`src/rtl/pwr_pkg.sv`:
```
package pwr_pkg;
  typedef enum logic [1:0] {
    PM_RUN   = 2'd0,
    PM_SLEEP = 2'd1,
    PM_STOP  = 2'd2
  } pm_state_e;
endpackage

```
`src/rtl/pwr_rst_qual.sv`:
```
module pwr_rst_qual #(
  parameter int MC_CLKS = 12,
  parameter int RST_MCS = 2
) (
  input  logic clk,
  input  logic rst_n,
  input  logic hw_rst,
  output logic sys_rst
);
  localparam int HOLD = MC_CLKS * RST_MCS;
  localparam int CW   = $clog2(HOLD + 1);
  localparam logic [CW-1:0] HOLD_M1 = CW'(HOLD - 1);

  logic [CW-1:0] cnt_q, cnt_d;
  logic          rst_q, rst_d;

  always_comb begin
    cnt_d = '0;
    rst_d = 1'b0;
    if (hw_rst) begin
      rst_d = (cnt_q == HOLD_M1);
      cnt_d = (cnt_q == HOLD_M1) ? cnt_q : cnt_q + 1'b1;
    end
  end

  always_ff @(posedge clk or negedge rst_n) begin
    if (!rst_n) begin
      cnt_q <= '0;
      rst_q <= 1'b0;
    end else begin
      cnt_q <= cnt_d;
      rst_q <= rst_d;
    end
  end

  assign sys_rst = rst_q;

  AST_RST_DROPS: assert property (@(posedge clk) disable iff (!rst_n)
    !hw_rst |=> !sys_rst);
  AST_RST_NEEDS_PIN: assert property (@(posedge clk) disable iff (!rst_n)
    $rose(sys_rst) |-> $past(hw_rst));
endmodule

```
`src/rtl/pwr_mode_fsm.sv`:
```
module pwr_mode_fsm
  import pwr_pkg::*;
(
  input  logic      clk,
  input  logic      rst_n,
  input  logic      sys_rst,
  input  logic      wr,
  input  logic      wr_sleep,
  input  logic      wr_stop,
  input  logic      irq,
  output pm_state_e state,
  output logic      sleep_flag,
  output logic      stop_flag
);
  pm_state_e st_q, st_d;
  logic      sl_q, sl_d;
  logic      sp_q, sp_d;

  always_comb begin
    st_d = st_q;
    sl_d = sl_q;
    sp_d = sp_q;
    if (sys_rst) begin
      st_d = PM_RUN;
      sl_d = 1'b0;
      sp_d = 1'b0;
    end else begin
      case (st_q)
        PM_RUN: begin
          if (wr) begin
            sl_d = wr_sleep;
            sp_d = wr_stop;
            if (wr_stop)       st_d = PM_STOP;
            else if (wr_sleep) st_d = PM_SLEEP;
          end
        end
        PM_SLEEP: begin
          if (irq) begin
            st_d = PM_RUN;
            sl_d = 1'b0;
          end
        end
        default: ;
      endcase
    end
  end

  always_ff @(posedge clk or negedge rst_n) begin
    if (!rst_n) begin
      st_q <= PM_RUN;
      sl_q <= 1'b0;
      sp_q <= 1'b0;
    end else begin
      st_q <= st_d;
      sl_q <= sl_d;
      sp_q <= sp_d;
    end
  end

  assign state      = st_q;
  assign sleep_flag = sl_q;
  assign stop_flag  = sp_q;

  AST_STOP_ENTRY: assert property (@(posedge clk) disable iff (!rst_n)
    (st_q == PM_RUN && wr && wr_stop && !sys_rst) |=> st_q == PM_STOP);
  AST_WAKE_ON_IRQ: assert property (@(posedge clk) disable iff (!rst_n)
    (st_q == PM_SLEEP && irq && !sys_rst) |=> (st_q == PM_RUN && !sl_q));
  AST_STOP_HOLDS: assert property (@(posedge clk) disable iff (!rst_n)
    (st_q == PM_STOP && !sys_rst) |=> st_q == PM_STOP);
  AST_SLEEP_NO_WRITE: assert property (@(posedge clk) disable iff (!rst_n)
    (st_q == PM_SLEEP && !irq && !sys_rst) |=> $stable({sl_q, sp_q}));
  AST_RESET_CLEARS: assert property (@(posedge clk) disable iff (!rst_n)
    sys_rst |=> (st_q == PM_RUN && !sl_q && !sp_q));
endmodule

```
`src/rtl/pwr_clk_en.sv`:
```
module pwr_clk_en
  import pwr_pkg::*;
(
  input  pm_state_e state,
  input  logic      sys_rst,
  output logic      core_en,
  output logic      periph_en,
  output logic      osc_en
);
  always_comb begin
    core_en   = sys_rst || (state == PM_RUN);
    periph_en = sys_rst || (state != PM_STOP);
    osc_en    = sys_rst || (state != PM_STOP);
  end
endmodule

```
`src/rtl/pwr_mode_ctrl.sv`:
```
module pwr_mode_ctrl
  import pwr_pkg::*;
#(
  parameter int MC_CLKS = 12,
  parameter int RST_MCS = 2
) (
  input  logic clk,
  input  logic rst_n,
  input  logic hw_rst,
  input  logic wr,
  input  logic wr_sleep,
  input  logic wr_stop,
  input  logic irq,
  output logic core_clk_en,
  output logic periph_clk_en,
  output logic osc_en,
  output logic sleep_flag,
  output logic stop_flag,
  output logic sys_rst
);
  pm_state_e state;
  logic      qrst;

  pwr_rst_qual #(.MC_CLKS(MC_CLKS), .RST_MCS(RST_MCS)) u_qual (
    .clk(clk), .rst_n(rst_n), .hw_rst(hw_rst), .sys_rst(qrst)
  );

  pwr_mode_fsm u_fsm (
    .clk(clk), .rst_n(rst_n), .sys_rst(qrst), .wr(wr),
    .wr_sleep(wr_sleep), .wr_stop(wr_stop), .irq(irq),
    .state(state), .sleep_flag(sleep_flag), .stop_flag(stop_flag)
  );

  pwr_clk_en u_en (
    .state(state), .sys_rst(qrst), .core_en(core_clk_en),
    .periph_en(periph_clk_en), .osc_en(osc_en)
  );

  assign sys_rst = qrst;

  AST_RESET_RUNS_CLOCKS: assert property (@(posedge clk) disable iff (!rst_n)
    sys_rst |-> (core_clk_en && periph_clk_en && osc_en));
  AST_OSC_OFF_ONLY_STOP: assert property (@(posedge clk) disable iff (!rst_n)
    (!osc_en) |-> (stop_flag && !core_clk_en));
endmodule

```
`config.mk`:
```
export PLATFORM = sky130hd
export DESIGN_NAME = pwr_mode_ctrl
export DESIGN_NICKNAME = d
export VERILOG_FILES = /design/src/rtl/pwr_pkg.sv /design/src/rtl/pwr_rst_qual.sv /design/src/rtl/pwr_mode_fsm.sv /design/src/rtl/pwr_clk_en.sv /design/src/rtl/pwr_mode_ctrl.sv
export SDC_FILE = /design/constraint.sdc
export NUM_CORES = 1
export LEC_CHECK = 0
export CORE_AREA = 2 2 39 41
export CTS_CLUSTER_SIZE = 12
export DETAILED_ROUTE_END_ITERATION = 6
export DIE_AREA = 0 0 41 43
export GPL_ROUTABILITY_DRIVEN = 0
export GPL_TIMING_DRIVEN = 0
export PLACE_DENSITY = 0.62
export SLEW_MARGIN = 10
export SYNTH_ARGS = -nofsm -noshare
export SYNTH_HDL_FRONTEND = slang
export SYNTH_HIERARCHICAL = 1
export SYNTH_SLANG_ARGS = --single-unit
```
`constraint.sdc`:
```
create_clock -name clk -period 1.1 [get_ports clk]
set_input_delay 0.165 -clock clk [delete_from_list [all_inputs] [get_ports clk]]
set_output_delay 0.165 -clock clk [all_outputs]
set_load 0.005 [all_outputs]
```
==> flow_metrics.py <==
metrics = {
    "status": {
        "status": "finished, violations left",
        "violations": "negative setup slack",
    },
    "setup_path": {
        "crit_arrival_ns": 1.27,
        "criticalPathCategory": "flip-flop to primary output",
        "cp_max_fo": 2,
        "r2r_start": "u_fsm/state[0]",
        "cp.required_ns": 0.94,
        "endpoint_kind": "primary output",
        "cp-startpoint": "u_fsm/state[0]",
        "start_kind": "flip-flop",
    },
    "routing": {
        "dr.pass1.iters": 4,
        "drc": 0,
        "vias": 432,
        "drt-wirelength-per-cell_um": 13.69,
        "wl_mm": 1.164,
        "drt_iter0_markers": 4,
        "via_per_inst": 5.082,
        "ant_nets": 0,
    },
    "timing": {
        "rsz0062_at_grt": "yes",
        "maxSlewViolCount": 0,
        "fmax_ghz": 0.6993,
        "setup_slack_ns": -0.3300,
        "clock_skew_ns": 0.001060,
        "fin_crit_ns": 1.430,
        "relSlewSlack_pct": 70.79,
        "period_share_pct": 130.0,
        "worst_pin_slew_ns": 0.4368,
        "setup_viol": 6,
        "final-hold-violation-count": 0,
    },
    "power": {
        "leakage_nw": 0.3581,
        "power_density_nw_per_um2": 1250,
        "p_total_uw": 939.7,
        "vdd_drop_max_uv": 731.3,
    },
    "yosys": {
        "syn_avg_cell_area_um2": 10.55,
        "synth-edff-count": 0,
        "syn-num-nets": 54,
        "synth_cell_types": 22,
        "ys_ff_latch": 10,
        "synthCells": 46,
        "ys.flop_type": "dfrtp_1",
        "ys_async_sr_fraction_pct": 100.0,
        "syn_area_um2": 485.5,
        "ys_warn_count": 6,
        "yosysSeqAreaShare_pct": 51.55,
    },
    "floorplanning": {
        "die_w_um": 41,
        "dieHeight_um": 43,
        "ios": 13,
        "initial_core_util_pct": 35.08,
        "core_area_um2": 1384,
        "dieArea_um2": 1763,
        "rows": 14,
    },
    "cts": {
        "cts_max_path_buffers": 2,
        "cts_tree": "yes",
        "cts_num_sinks": 10,
        "ctsHoldBuffers": 0,
        "cts_buffers": 3,
        "clockRootBuffer": "clkbuf_4",
        "worst_skew_pair.late_latency_ns": 0.25,
        "clk_pin_slew_ns": 0.06,
        "htreeDepth": 1,
    },
    "final_layout": {
        "fin_nets": 79,
        "antenna_cells": 0,
        "area_growth_pct": 54.90,
        "mostFrequentLayoutCells": "dfrtp_1, nor2_1, clkdlybuf4s50_1, buf_4, buf_6",
        "finalNonFillerCells": 85,
        "post-route-util_pct": 54.34,
        "final_common_cell": "dfrtp_1",
        "final_area_um2": 752.0,
        "drive_gt1_share_pct": 34.78,
    },
    "place": {
        "post_dp_cell_area_um2": 625.6,
        "port_buffers": 12,
        "post-place-ws_ns": -0.4813,
        "placed_cells": 74,
        "hpwl_um": 648.7,
    },
    "job": {
        "cap_violations": 0,
    },
    "global_route": {
        "grt_pass1_wl_mm": 1.414,
        "antenna_found_initial": 0,
        "grt_pass1_vias": 352,
        "grt_usage_pct": 12.16,
        "grt_max_degree": 11,
        "grt-ovfl-total": 0,
    },
    "hold_path": {
        "hp-class": "input port to asynchronous set/reset pin",
    },
}
==> layout make-up <==
type | count | area [um2]
fillers | 138 | 631.9
multi-input cells | 33 | 266.5
flip-flops and latches | 10 | 252.7
repair buffers | 20 | 171.4
clock buffers | 3 | 22.52
well taps | 16 | 20.02
plain buffers | 1 | 11.26
inverters | 2 | 7.507
==> synth_stat cells, drive strengths merged (2+ instances only) <==
| cell type | instances | share of area, % |
|---|---|---|
| a31oi | 3 | 3.9 |
| nand3 | 3 | 3.1 |
| o21ai | 3 | 3.1 |
| xnor2 | 2 | 3.6 |
| dfrtp | 10 | 52 |
| nand2b | 2 | 2.6 |
| inv | 2 | 1.5 |
| nand2 | 2 | 1.5 |
| nor2 | 7 | 5.4 |
==> through the flow <==
stage | setup TNS, ns | hold WS (ns)
after floorplan | -0.04084 | -0.1306
after global placement | -1.317 | 0.5060
after detailed placement | -1.361 | 0.5052
after CTS | -0.7843 | 0.2387
after global routing | -1.295 | 0.2601
final | -1.040 | 0.2241
==> where the power goes <==
group | total, mW | internal, mW | switching (mW) | leakage [nW]
Sequential | 0.428 | 0.401 | 0.0265 | 0.121
Clock | 0.227 | 0.125 | 0.102 | 0.0138
Combinational | 0.285 | 0.183 | 0.102 | 0.224
Total | 0.940 | 0.709 | 0.230 | 0.358
==> worst max-delay path: stages (launching register included) <==
cell	delay [ns]
dfrtp_2	0.42
or3b_4	0.38
buf_6	0.12
buf_6	0.10
==> sequential cells by signal (all words and copies together), names as in the netlist <==
| signal | flops |
|---|---|
| u_fsm/state | 2 |
| u_qual/sys_rst | 1 |
| u_fsm/stop_flag | 1 |
| u_qual/cnt_q | 5 |
| u_fsm/sleep_flag | 1 |
==> worst paths after layout <==
check | end | slack (ns) | cells past startpoint
max | periph_clk_en | -0.33 | 3
min reg2reg | u_fsm/state[0] | 0.56 | 2
max in group asynchronous | u_fsm/state[0] | 0.55 | 1
min in group clk | u_fsm/state[0] | 0.56 | 2
max reg2reg | u_fsm/stop_flag | -0.10 | 5
min | u_qual/cnt_q[1] | 0.22 | 1
==> cells by family (layout without fill, tap and decap cells) <==
| group | count (synthesis) | after routing | share of synthesized area [%] |
|---|---|---|---|
| muxes | 1 | 1 | 2.062 |
| and+or+nand+nor | 20 | 20 | 25.00 |
| AOI/OAI and AO/OA | 8 | 8 | 10.31 |
| adders and majority gates | 1 | 1 | 2.577 |
| buffers and inverters | 3 | 26 | 3.094 |
| DFF | 10 | 10 | 51.55 |
| xor gates and xnor gates | 3 | 3 | 5.413 |
==> per-layer routing <==
layer  global-route usage (%)  routed length [um]  vias to the layer above
li1                         -                   -                      210
met1                    15.31                 419                      205
met2                    18.44                 666                       17
met3                    3.141                  78                        0
met4                    6.000                   0                        0
met5                        0                   0                        -
==> repair_timing <==
item | 4_1_cts | 5_1_grt
setup buffers | 5 | 4
endpoints found under the setup margin | 10 | 11
pin swaps | 1 | 4
gates resized for setup | 21 | 10
Note: power is estimated with default switching activity, not from simulation.
